## src/rtl/clk_ratio_gen.sv

```systemverilog
module clk_ratio_gen #(
  parameter int TOP_RATIO = 6
) (
  input  logic       clk_m,
  input  logic       rst_n,
  input  logic [1:0] div_sel,
  input  logic       pwr_down,
  output logic       clk_div_o,
  output logic       tick_o
);
  localparam int CW = $clog2(TOP_RATIO > 4 ? TOP_RATIO : 4);

  logic [1:0]    cur_sel;
  logic [CW-1:0] cnt, last, half;
  logic          wrap;

  always_comb begin
    case (cur_sel)
      2'b00:   begin last = CW'(0);           half = CW'(0); end
      2'b01:   begin last = CW'(1);           half = CW'(1); end
      2'b10:   begin last = CW'(3);           half = CW'(2); end
      default: begin last = CW'(TOP_RATIO-1); half = CW'(TOP_RATIO/2); end
    endcase
  end

  assign wrap = (cnt == last);

  always_ff @(posedge clk_m or negedge rst_n) begin
    if (!rst_n) begin
      cur_sel   <= 2'b00;
      cnt       <= '0;
      clk_div_o <= 1'b0;
      tick_o    <= 1'b0;
    end else if (pwr_down) begin
      cur_sel   <= div_sel;
      cnt       <= '0;
      clk_div_o <= 1'b0;
      tick_o    <= 1'b0;
    end else begin
      tick_o <= wrap;
      if (wrap) begin
        cnt       <= '0;
        cur_sel   <= div_sel;
        clk_div_o <= 1'b1;
      end else begin
        cnt <= cnt + CW'(1);
        if ((cnt + CW'(1)) == half) clk_div_o <= 1'b0;
      end
    end
  end

  initial begin
    p_even_top_ratio: assert (TOP_RATIO >= 4 && TOP_RATIO % 2 == 0)
      else $error("TOP_RATIO must be even and at least 4");
  end

  p_pd_quiet_r7: assert property (@(posedge clk_m) disable iff (!rst_n)
    pwr_down |=> (!tick_o && !clk_div_o));

  p_tick_on_rise_r9: assert property (@(posedge clk_m) disable iff (!rst_n)
    $rose(clk_div_o) |-> tick_o);

  p_tick_high_r9: assert property (@(posedge clk_m) disable iff (!rst_n)
    tick_o |-> clk_div_o);

  p_ratio_at_end_r6: assert property (@(posedge clk_m) disable iff (!rst_n)
    !$stable(cur_sel) |-> (tick_o || $past(pwr_down)));

  p_cnt_range_r5: assert property (@(posedge clk_m) disable iff (!rst_n)
    cnt <= last);
endmodule

```

## config.mk

```make
export PLATFORM = sky130hd
export DESIGN_NAME = clk_ratio_gen
export DESIGN_NICKNAME = d
export VERILOG_FILES = /design/src/rtl/clk_ratio_gen.sv
export SDC_FILE = /design/constraint.sdc
export NUM_CORES = 1
export LEC_CHECK = 0
export CORE_MARGIN = 2
export CORE_UTILIZATION = 26
export DETAILED_ROUTE_END_ITERATION = 7
export DONT_BUFFER_PORTS = 1
export SETUP_SLACK_MARGIN = 0.4
export SLEW_MARGIN = 20
export SYNTH_ARGS = -nofsm -noshare
export SYNTH_HDL_FRONTEND = slang
export SYNTH_SLANG_ARGS = --single-unit
export TNS_END_PERCENT = 1
```

## constraint.sdc

```tcl
create_clock -name clk_m -period 1.6 [get_ports clk_m]
set_input_delay 0.24 -clock clk_m [delete_from_list [all_inputs] [get_ports clk_m]]
set_output_delay 0.24 -clock clk_m [all_outputs]
set_load 0.005 [all_outputs]
```

Yosys cells after proc, flatten, opt, wreduce, memory -nomap -nowiden
Index checks and enable logic that the tools add are counted.
{"block": "totals", "out_inout_bits": 2, "word_cells": 22, "in_bits": 5, "ff_bits": 7}
{"block": "op_classes", "n_reduce_logical": 3, "n_eq_ne": 4, "muxes": 10, "add_sub_neg": 1}
{"op": "case mux 3 bit (3 select lines)", "count": 1}
{"op": "== test 3 bit", "count": 2}
{"op": "two-way mux 3 bit", "count": 2}
{"op": "case mux 2 bit (3 select lines)", "count": 1}
{"op": "two-way mux 1 bit", "count": 4}
{"op": "two-way mux 2 bit", "count": 2}
{"op": "adder 3 x 1 -> 3 bit, second input constant", "count": 1}
{"op": "nonzero test 3 bit", "count": 1}
{"op": "== test 2 x 1 -> 1 bit, second input constant", "count": 1}
{"op": "== test 2 bit, second input constant", "count": 1}
{"op": "logical NOT 2 bit", "count": 1}
{"op": "nonzero test 2 bit", "count": 1}

Logic depth before layout (Yosys ltp)
{"block": "logic_depth", "word_depth": 6, "mapped_depth": 4, "mapped_depth_nobuf": 4}

Worst setup path before layout
Ideal clock, no wire load.
{"block": "synth_timing", "path_type": "flip-flop to flip-flop", "startpoint": "register cur_sel[0]", "endpoint": "register cur_sel[0]", "t_arrival_ns": 1.255, "synth_period_minus_slack_ns": 1.380, "setup_time_ns": 0.125, "stages_incl_launch_ff": 5, "setup_slack_ns": 0.220, "required_ns": 1.475, "path_buffers": 0, "cell_sequence": "dfrtp_1 nor4_1 nor3_1 o21bai_1 mux2_2"}
{"block": "synth_between", "elab_chain_len": 4, "elab_cells_between_ends": 6, "cone_classes": "eq/ne: 3; mux: 1; reduce/logical: 2"}
{"element": "start: declaration", "line_no": "13", "rtl": "logic [1:0] cur_sel;"}
{"element": "start signal: assignment", "line_no": "35", "rtl": "cur_sel <= div_sel;"}
{"element": "start signal: assignment", "line_no": "43", "rtl": "cur_sel <= div_sel;"}
{"element": "== test 2 bit, or another cell as far along", "line_no": "18", "rtl": "case (cur_sel)"}
{"element": "case mux 3 bit (3 select lines) *", "line_no": "18"}
{"element": "== test 3 bit *", "line_no": "26", "rtl": "assign wrap = (cnt == last);"}
{"element": "nonzero test 2 bit (no line) *"}
Every way passes the cells marked *; elsewhere a longest branch is shown, timed or not.
A chain may end at the register's enable or synchronous reset.

Final worst setup path
{"block": "layout_timing", "startpoint": "register cnt[2]", "endpoint": "register cur_sel[1]"}
{"block": "layout_between", "elab_chain_len": 2}
{"element": "start: declaration", "line_no": "14", "rtl": "logic [CW-1:0] cnt, last, half;"}
{"element": "start signal: assignment", "line_no": "46", "rtl": "cnt <= cnt + CW'(1);"}
{"element": "== test 3 bit", "line_no": "26"}
{"element": "nonzero test 2 bit (no line)"}
Every way passes these cells.

==> reports/metrics.csv <==
stage,metric,value,unit
run_status,status,"finished, final reports clean",
cells_and_area,drive_above_1_share,51.43,%
detailed_routing,antenna_left,0,
synthesis,yosysSeqAreaShare,51.66,%
global_routing,grt_max_degree,8,
worst_setup_path,critical_path_class,register to register,
global_routing,antenna_found_initial,0,
floorplanning,start_util,27.07,%
sta,rsz0062_at_grt,yes,
pwr,pwr-share-seq,45.0,%
pwr,power_per_cell_area,1671,nW/um2
clock_tree,cts_buffers,3,
cells_and_area,final_area,462.9,um2
detailed_routing,vias,254,
pwr,power.total,0.7735,mW
sta,fin_crit,1.414,ns
clock_tree,clock_latency,0.25,ns
synthesis,synth_top_area_share,51.66,%
clock_tree,cts_htree_levels,1,
sta,period_share,88.36,%
synthesis,synth_flop_cell,dfrtp_1,
synthesis,async_flop_share,100.0,%
global_routing,grt_pass1_wl,1104,um
cells_and_area,seqCellArea,180.2,um2
sta,fin_worst_skew,0.003707,ns
place,dpl_cell_area,364.1,um2
cells_and_area,nNetsFinal,42,
pwr,peakVddDrop,0.6572,mV
synthesis,synth_area_leaders,"dfrtp_1 52%, xor2_1 7.7%, mux2_2 6.6%",
global_routing,grt_usage,11.14,%
floorplanning,ios,7,
cells_and_area,n_antenna_cell,0,
synthesis,ys_ff_latch,7,
sta,tightest_slew,0.3600,ns
place,gp_congestion,0.6396,
sta,hold_viol_final,0,
global_routing,grt_overflow_total,0,
place,preCtsSetupSlack,0.04149,ns
sta,fmax,0.7073,GHz
detailed_routing,viasPerCell,5.080,
pwr,pwr-share-clk,20.7,%
synthesis,ys_types,18,
floorplanning,dieWidth,40.11,um
min_path,hold_path.class,input port to register,
global_routing,grt_pass1_vias,274,
worst_setup_path,arrival,1.54,ns
cells_and_area,nFillCells,127,
clock_tree,clock_path_buffers,2,
floorplanning,fp.coreArea,1252,um2
floorplanning,die_h,40.11,um
sta,setup_slack,0.1862,ns
detailed_routing,route.detailed.drc,0,
worst_setup_path,startpoint,cnt[2]$_DFF_PN0_,
sta,setup_tns,0,ns
cells_and_area,multi_input_area,216.5,um2
floorplanning,die_area,1609,um2
synthesis,synth_area,339.1,um2
cells_and_area,syn2layout_area_growth,36.53,%
pwr,sw_frac_of_total,36.21,%
worst_setup_path,reg2reg_from,cnt[2]$_DFF_PN0_,
min_path,min_from,pwr_down,
sta,setup_viol,0,
worst_setup_path,crit_fanout,5,
detailed_routing,wl,724,um
synthesis,synth_top_area_cell,dfrtp_1,
synthesis,synth_edf_count,0,
sta,slew_headroom,75.96,%
clock_tree,ctsRootBufferMaster,clkbuf_4,
synthesis,postSynthCellCount,29,
pwr,p_comb_share,34.4,%
floorplanning,fp-row-count,13,
sta,slew_viol_final,0,
worst_setup_path,cp-end-kind,register,
detailed_routing,firstDrtPassIters,4,
place,port_buffers,0,
synthesis,ys_warn_count,0,
detailed_routing,avgRoutedWirePerCell,14.48,um
detailed_routing,drtIter0Drc,5,
job,maxCapViolations,0,
worst_setup_path,required,1.73,ns
clock_tree,cts_tree,built,
clock_tree,clkTransAtPathRegs,0.05,ns
pwr,p_switching,0.2801,mW
synthesis,syn_nets,35,
synthesis,syn_avg_cell_area,11.69,um2
pwr,p_int,0.4934,mW
clock_tree,cts_sinks,7,
pwr,p_leak,0.1869,nW
worst_setup_path,crit_path_start_kind,register,
repair_timing:
item,CTS,global route
hold buffers,1,0
gates resized for setup,12,0
pin swaps,1,0
endpoints found under the hold margin,7,0
buffers inserted,1,0
setup endpoints to repair,6,6
kinds of logic (layout without fill, tap and decap cells):
| kind of cell | after synthesis | in the layout | synth area share, % |
|---|---|---|---|
| XOR/XNOR | 4 | 4 | 10.33 |
| AND/OR/NAND/NOR | 8 | 8 | 14.76 |
| adder cells (fa/ha/maj) | 1 | 1 | 3.689 |
| flip-flops | 7 | 7 | 51.66 |
| multiplexers | 2 | 2 | 6.642 |
| AO/OA/AOI/OAI | 6 | 6 | 11.81 |
| buffers and inverters | 1 | 7 | 1.106 |
registers in the layout, indices dropped and copies added (netlist names):
register,flops
cur_sel,2
clk_div_o,1
tick_o,1
cnt,3
worst paths after layout:
path / to / slack [ns] / cells after the start
min in group asynchronous: tick_o$_DFF_PN0_ / 0.32 / 1
worst max-delay path: cur_sel[1]$_DFFE_PN0P_ / 0.19 / 4
worst min register to register: cnt[0]$_DFF_PN0_ / 0.56 / 1
max in group asynchronous: cnt[1]$_DFF_PN0_ / 1.01 / 1
worst max register to register: cur_sel[1]$_DFFE_PN0P_ / 0.19 / 4
worst min-delay path: tick_o$_DFF_PN0_ / 0.05 / 1
layer usage:
metal,GRT usage (%),wire [um],vias to the layer above
met5,0,0,-
met4,2.586,0,0
met3,7.222,52,0
met2,19.35,413,10
met1,10.88,258,128
li1,-,-,116
final cells by class:
type | count | share of cell area, %
Multi-Input combinational cell | 21 | 46.76
Sequential cell | 7 | 38.92
Clock buffer | 4 | 5.676
Tap cell | 15 | 4.054
Timing Repair Buffer | 2 | 3.784
Inverter | 1 | 0.8108
cells in the mapped netlist, drive strengths merged, types with 2 or more instances:
cell type,instances
dfrtp,7
mux2,2
nor3,2
and2,2
xor2,3
layout by cell type, fill, tap and decap left out:
cell type      instances
nor3b_2                1
inv_1                  1
nor3_1                 1
o311ai_2               1
dfrtp_2                4
o21bai_4               1
o21ai_0                1
o31ai_1                1
mux2_2                 2
xnor2_1                1
nor4_4                 1
or2b_1                 1
ha_4                   1
nand2_1                1
clkbuf_4               3
a31oi_1                1
and2_2                 2
dlygate4sd3_1          1
nor3_2                 1
clkbuf_1               1
buf_4                  1
a21oi_1                1
xor2_1                 3
dfrtp_1                3
power groups by stage:
stage | Sequential [mW] | Clock [mW] | Combinational (mW)
final | 0.348 | 0.160 | 0.266
after global routing | 0.358 | 0.175 | 0.296
after CTS | 0.343 | 0.165 | 0.267
after detailed placement | 0.315 | 0 | 0.199
after global placement | 0.307 | 0 | 0.191
after floorplan | 0.296 | 0 | 0.171
worst max-delay path, stage by stage, from the launching register on:
cell and delay [ns]:
dfrtp_2 0.45, nor4_4 0.32, nor3_2 0.07, o21bai_4 0.19
mux2_2 0.27
through the flow:
stage	std cells	util (%)	hold slack, ns
after floorplan	29	-	-0.05559
after global placement	44	29.07	-0.05542
after detailed placement	44	29.07	-0.05540
after CTS	50	36.96	0.04188
after global routing	50	36.96	0.04478
final	50	36.96	0.04567
Note: power is estimated with default switching activity, not from simulation.
